==> config.mk <==
export PLATFORM = sky130hd
export DESIGN_NAME = tmr_cfg_reg
export DESIGN_NICKNAME = d
export VERILOG_FILES = /design/src/rtl/tmr_cfg_pkg.sv /design/src/rtl/cfg_shift_chain.sv /design/src/rtl/cfg_tmr_cell.sv /design/src/rtl/cfg_upset_flag.sv /design/src/rtl/tmr_cfg_reg.sv
export SDC_FILE = /design/constraint.sdc
export NUM_CORES = 2
export LEC_CHECK = 0
export ABC_AREA = 1
export CELL_PAD_IN_SITES_DETAIL_PLACEMENT = 1
export CELL_PAD_IN_SITES_GLOBAL_PLACEMENT = 2
export CORE_ASPECT_RATIO = 0.7
export CORE_MARGIN = 5
export CORE_UTILIZATION = 41
export DETAILED_ROUTE_END_ITERATION = 8
export DONT_BUFFER_PORTS = 1
export GPL_TIMING_DRIVEN = 1
export HOLD_SLACK_MARGIN = 0.05
export PLACE_DENSITY_LB_ADDON = 0.05
export RECOVER_POWER = 50
export SLEW_MARGIN = 15
export SYNTH_ARGS = -nofsm -noshare
export SYNTH_HDL_FRONTEND = slang
export SYNTH_HIERARCHICAL = 1
export SYNTH_SLANG_ARGS = --single-unit
==> constraint.sdc <==
create_clock -name clk_i -period 4 [get_ports clk_i]
set_input_delay 0.2 -clock clk_i [delete_from_list [all_inputs] [get_ports clk_i]]
set_output_delay 0.2 -clock clk_i [all_outputs]
set_load 0.05 [all_outputs]
==> src/rtl/tmr_cfg_pkg.sv <==
package tmr_cfg_pkg;
  typedef enum logic [1:0] {
    COPY_A    = 2'd0,
    COPY_B    = 2'd1,
    COPY_C    = 2'd2,
    COPY_NONE = 2'd3
  } copy_sel_e;

  function automatic logic maj3(input logic [2:0] c);
    return (c[0] & c[1]) | (c[1] & c[2]) | (c[0] & c[2]);
  endfunction
endpackage

==> src/rtl/cfg_shift_chain.sv <==
module cfg_shift_chain #(
  parameter int WIDTH = 165
) (
  input  logic             clk_i,
  input  logic             rst_ni,
  input  logic             sdi_i,
  input  logic             shift_en_i,
  input  logic             capture_i,
  input  logic [WIDTH-1:0] voted_i,
  output logic [WIDTH-1:0] chain_o,
  output logic             sdo_o
);
  logic [WIDTH-1:0] chain_q;

  // capture wins over shift
  always_ff @(posedge clk_i or negedge rst_ni) begin
    if (!rst_ni)         chain_q <= '0;
    else if (capture_i)  chain_q <= voted_i;
    else if (shift_en_i) chain_q <= {sdi_i, chain_q[WIDTH-1:1]};
  end

  assign chain_o = chain_q;
  assign sdo_o   = chain_q[0];
endmodule

==> src/rtl/cfg_tmr_cell.sv <==
module cfg_tmr_cell
  import tmr_cfg_pkg::*;
(
  input  logic      clk_i,
  input  logic      rst_ni,
  input  logic      load_i,
  input  logic      d_i,
  input  logic      inj_hit_i,
  input  copy_sel_e inj_copy_i,
  output logic      vote_o,
  output logic      mism_o
);
  logic [2:0] copy_q;

  assign vote_o = maj3(copy_q);
  assign mism_o = !((copy_q[0] == copy_q[1]) && (copy_q[1] == copy_q[2]));

  // priority: commit > scrub > injection
  always_ff @(posedge clk_i or negedge rst_ni) begin
    if (!rst_ni) begin
      copy_q <= '0;
    end else if (load_i) begin
      copy_q <= {3{d_i}};
    end else if (mism_o) begin
      copy_q <= {3{vote_o}};
    end else if (inj_hit_i) begin
      unique case (inj_copy_i)
        COPY_A:  copy_q[0] <= ~copy_q[0];
        COPY_B:  copy_q[1] <= ~copy_q[1];
        COPY_C:  copy_q[2] <= ~copy_q[2];
        default: copy_q <= copy_q;
      endcase
    end
  end
endmodule

==> src/rtl/cfg_upset_flag.sv <==
module cfg_upset_flag #(
  parameter int WIDTH = 165
) (
  input  logic             clk_i,
  input  logic             rst_ni,
  input  logic             load_i,
  input  logic [WIDTH-1:0] mism_i,
  output logic             upset_no
);
  logic upset_nq;

  // low for one cycle after an edge that scrubbed at least one bit
  always_ff @(posedge clk_i or negedge rst_ni) begin
    if (!rst_ni) upset_nq <= 1'b1;
    else         upset_nq <= !((|mism_i) && !load_i);
  end

  assign upset_no = upset_nq;
endmodule

==> src/rtl/tmr_cfg_reg.sv <==
module tmr_cfg_reg
  import tmr_cfg_pkg::*;
#(
  parameter  int WIDTH = 165,
  localparam int IDXW  = $clog2(WIDTH)
) (
  input  logic             clk_i,
  input  logic             rst_ni,
  input  logic             sdi_i,
  input  logic             shift_en_i,
  input  logic             load_i,
  input  logic             capture_i,
  input  logic             inj_en_i,
  input  logic [IDXW-1:0]  inj_bit_i,
  input  logic [1:0]       inj_copy_i,
  output logic             sdo_o,
  output logic [WIDTH-1:0] cfg_o,
  output logic             upset_no
);
  logic [WIDTH-1:0] chain_q;
  logic [WIDTH-1:0] voted_w;
  logic [WIDTH-1:0] mism_w;
  copy_sel_e        inj_sel;

  assign inj_sel = copy_sel_e'(inj_copy_i);

  cfg_shift_chain #(.WIDTH(WIDTH)) u_chain (
    .clk_i      (clk_i),
    .rst_ni     (rst_ni),
    .sdi_i      (sdi_i),
    .shift_en_i (shift_en_i),
    .capture_i  (capture_i),
    .voted_i    (voted_w),
    .chain_o    (chain_q),
    .sdo_o      (sdo_o)
  );

  for (genvar i = 0; i < WIDTH; i++) begin : g_bit
    logic hit;
    assign hit = inj_en_i && (inj_bit_i == IDXW'(i));
    cfg_tmr_cell u_cell (
      .clk_i      (clk_i),
      .rst_ni     (rst_ni),
      .load_i     (load_i),
      .d_i        (chain_q[i]),
      .inj_hit_i  (hit),
      .inj_copy_i (inj_sel),
      .vote_o     (voted_w[i]),
      .mism_o     (mism_w[i])
    );
  end

  cfg_upset_flag #(.WIDTH(WIDTH)) u_flag (
    .clk_i    (clk_i),
    .rst_ni   (rst_ni),
    .load_i   (load_i),
    .mism_i   (mism_w),
    .upset_no (upset_no)
  );

  assign cfg_o = voted_w;
endmodule

==> results <==
- The count of flip-flops with a built-in enable after synthesis is 0.
- In this run the worst path has a maximum fanout of 8.
- The maximum single-stage delay on the critical path is 660 ps.
- The kind of cell adding the most delay to the critical path is buffers and inverters.
- The count of final max-slew check failures came to 925.
- The dominant synthesized flop cell is dfrtp_1.
- STA classifies the critical path endpoint as a flip-flop.
- The number of violations reported at the end of detailed-routing iteration 0 is 2,200.
- The final cell area excluding filler cells is 58,700 um^2.
- In this run the number of cells on the critical path is 11.
- In this run the deepest clock path goes through 3 buffers.
- The cell type with the highest occurrence count on the critical path is dlygate4sd3_1.
- The detailed-placement wirelength estimate is 103 mm.
- Setup repair after global routing left no endpoint under its margin.
- The flip-flop and latch count after synthesis is 661.
- TritonCTS built the clock tree.
- Summed over all layers, the routed wires come to 172 mm.
- The total CTS buffers is 81.
- The most area-hungry cell type in the Yosys netlist is dfrtp_1.
- The number of standard-cell rows in the floorplan is 107.
- In this run the worst setup path terminates at g_bit[128].u_cell/copy_q[1]$_DFFE_PN0P_.
- Summing every instance area after synthesis gives 50,200 um^2.
- The peak supply drop is 410 uV.
- In this run the critical register-to-register path is launched from g_bit[104].u_cell/copy_q[1]$_DFFE_PN0P_.
- The data arrival time at the worst-slack endpoint is 4230 ps.
- The post-detailed-route via-to-cell ratio is 4.99.
- The global placer's final weighted congestion is 0.784.
- The routed via count is 45,056.
- The tree is rooted in a clkbuf_16.
- In this run the standard cell core region covers 122,000 um^2.
- Yosys mapped the design onto 24 distinct sky130hd cell types.
- The total nets after synthesis is 7,419.
- Clock tree synthesis found a total of 661 sinks.
- For this design, the slowest cell found on the critical path is dlygate4sd3_1.
- The critical path class is input port to flip-flop.
- The most frequent cell after synthesis is nand2_1.
- The H-tree generated during clock tree synthesis spans 3 levels.
- The post-route total power is 50.5 mW.
- The global-route wire length before repair is 274 mm.
- The sort of element at the start of the critical path is an input port.
- Power spread over the standard cell area amounts to 860 nW/um^2.
- The total iterations of the first detailed-routing run is 5.
- After detailed placement, the total cell area comes to 51,900 um^2.
- Global routing used 26.7% of the available tracks.
- The final core area utilization is 48.3%.
- The fraction of layout instances using a drive strength above 1 is 8.60%.
- The checks that failed: negative hold slack, max-slew violations.
- The final worst-path cycle share is 91.7%.
- Ranked by total cell area, the synthesized netlist is headed by dfrtp_1 33%, nand2_1 15%, nand3_1 13%, inv_1 11%, ha_1 8.2%.
- The residual overflow from global routing is 0.
- Entering global routing, the biggest net connects 662 pins.
- The count of buffers inserted at the top-level ports is 0.
- The run finished, with violations left.
- The endpoint required time on the critical path is 4560 ps.
- Once the floorplan was initialized, standard cells occupied 41.3% of the core.
- The hold violation total from the final report came to 232.
- The detail route stage leaves a number of antenna-violating nets equal to 0.
- The net count of the finished layout is 7,854.
- The final number of setup-violating endpoints is 0.
- The area fraction of the dominant cell type after synthesis is 32.9%.
- The depth of the worst register-to-register path is 9.
- The via count of the first global-routing pass came to 47,987.
- The number of antenna violations at the first check in global routing is 5.
- The cell leakage power is 30.9 nW.
- In this run the tightest slew margin relative to its limit is -179%.
- The area growth from synthesis to layout is 17.1%.
- The critical path buffer and inverter count is 5.
- The final period demand of the worst path is 3670 ps.
- The share of the Yosys chip area taken by registers is 33.0%.
- The floorplan die height is 303 um.
- The die span in x is 428 um.
- The kind of path behind the tightest hold check is input port to async pin.
- After synthesis, the share of flip-flops with an asynchronous set or reset is 100%.
- The peak clock frequency supported by timing is 273 MHz.
- Traced cell by cell, the critical path runs through dlygate4sd3_1 -> nor2_4 -> nand3_2 -> buf_4 -> nor2_1 -> nand3_1 -> dlygate4sd3_1 -> nand3_1 -> dlygate4sd3_1 -> nand2_1 -> dlygate4sd3_1.
- The total DRC errors in the routed layout is 0.
- The cell count after synthesis came out at 6,907.
- The max-cap violation count is 0.
- The slew at the pin closest to its max-slew limit is 4180 ps.
- The launch point of the critical path is inj_bit_i[0].
- The worst register-to-register path has a setup slack of 830 ps.
- The wire length per cell is 19.1 um.
- Across the routed clock network, the largest skew measured is 23.7 ps.
- By count the netlist is led by 2,043 x nand2_1, 1,491 x inv_1, 1,324 x nand3_1.
- A synthesized cell averages 7.26 um^2.
- 184 I/O pins were placed.
- The summed negative setup slack over all endpoints is 0 ps.
- The count of instances resized after the clock tree is built is 0.
- The post-CTS repair timing setup buffer count is 0.
- At the later pin of the worst-skew pair, clock insertion delay measures 680 ps.
- The endpoint identified for the worst register-to-register timing path is g_bit[104].u_cell/copy_q[2]$_DFFE_PN0P_.
- Clock-pin slew was measured on the worst setup and hold paths at 60 ps.
- Hold timing on the final database bottoms out at a slack of -768 ps.
- The floorplan step defined a die boundary enclosing 130,000 um^2.
- The Yosys step of the flow raised 6 warnings.
[cell usage in the layout (no fill, tap or decap), drive strengths merged]
cell / synthesis / routed
dlygate4sd3: 0 / 416
fa: 165 / 165
ha: 330 / 330
clkinv: 2 / 11
nand3: 1340 / 1340
dfrtp: 660 / 660
clkbuf: 5 / 127
nor2: 446 / 446
inv: 1496 / 1497
diode: 0 / 3
o21ai: 165 / 165
nand4: 7 / 7
buf: 80 / 21
nand3b: 1 / 1
or2: 1 / 1
dfstp: 1 / 1
bufinv: 0 / 3
nand2: 2208 / 2208
[logic make-up after synthesis]
family / count (synthesis) / synth area share, %
AND/OR/NAND/NOR: 4003 / 37.2
flip-flops: 661 / 33.0
adder cells (fa/ha/maj): 495 / 14.8
AO/OA/AOI/OAI: 165 / 2.88
buffers and inverters: 1583 / 12.1
[how the worst min path moves through the flow]
stage | depth (start not counted) | endpoint | slack [ps]
after floorplan | 0 | g_bit[0].u_cell/copy_q[0]$_DFFE_PN0P_ | -100
after global placement | 0 | g_bit[18].u_cell/copy_q[2]$_DFFE_PN0P_ | -70
after detailed placement | 0 | g_bit[18].u_cell/copy_q[2]$_DFFE_PN0P_ | -70
after CTS | 0 | g_bit[20].u_cell/copy_q[0]$_DFFE_PN0P_ | -820
after global routing | 0 | g_bit[18].u_cell/copy_q[2]$_DFFE_PN0P_ | -830
final | 0 | g_bit[18].u_cell/copy_q[2]$_DFFE_PN0P_ | -770
[timing repair]
action | 4_1_cts | 5_1_grt
endpoints found under the hold margin | 1322 | 667
endpoints found under the setup margin | 0 | 0
hold buffers | 423 | 1
[where the power goes]
part | switching [mW] | internal (mW) | total [mW]
sequential | 3.14 | 10.0 | 13.1
clock | 3.22 | 4.31 | 7.53
combinational | 19.3 | 10.5 | 29.8
total | 25.7 | 24.8 | 50.5
[layout make-up]
cell class,count,area (um^2)
Sequential cell,661,16500
Multi-Input combinational cell,4663,27500
Clock inverter,13,148
Inverter,1498,5630
Clock buffer,127,2410
Fill cell,15392,62800
Tap cell,1635,2050
Timing Repair Buffer,437,4490
Antenna cell,3,7.51
[metrics by stage]
step	setup slack (ps)	std cells
2_1_floorplan	2490	6907
3_3_place_gp	1800	8470
3_5_place_dp	1790	8470
4_1_cts	465	9033
5_1_grt	261	9035
6_report	332	9037
[flip-flops by register name (all words and copies together) (netlist names)]
| name | flops |
|---|---|
| u_chain/chain_o | 165 |
| u_flag/upset_no | 1 |
| g_bit.u_cell/copy_q | 495 |
[metal layers]
metal	global-route usage, %	up-vias	wire [um]
li1	-	21836	-
met1	36.3	22449	81800
met2	44.3	574	78300
met3	4.26	197	6810
met4	7.36	0	5300
met5	0	-	0
Power figures use the tool's default switching activity.
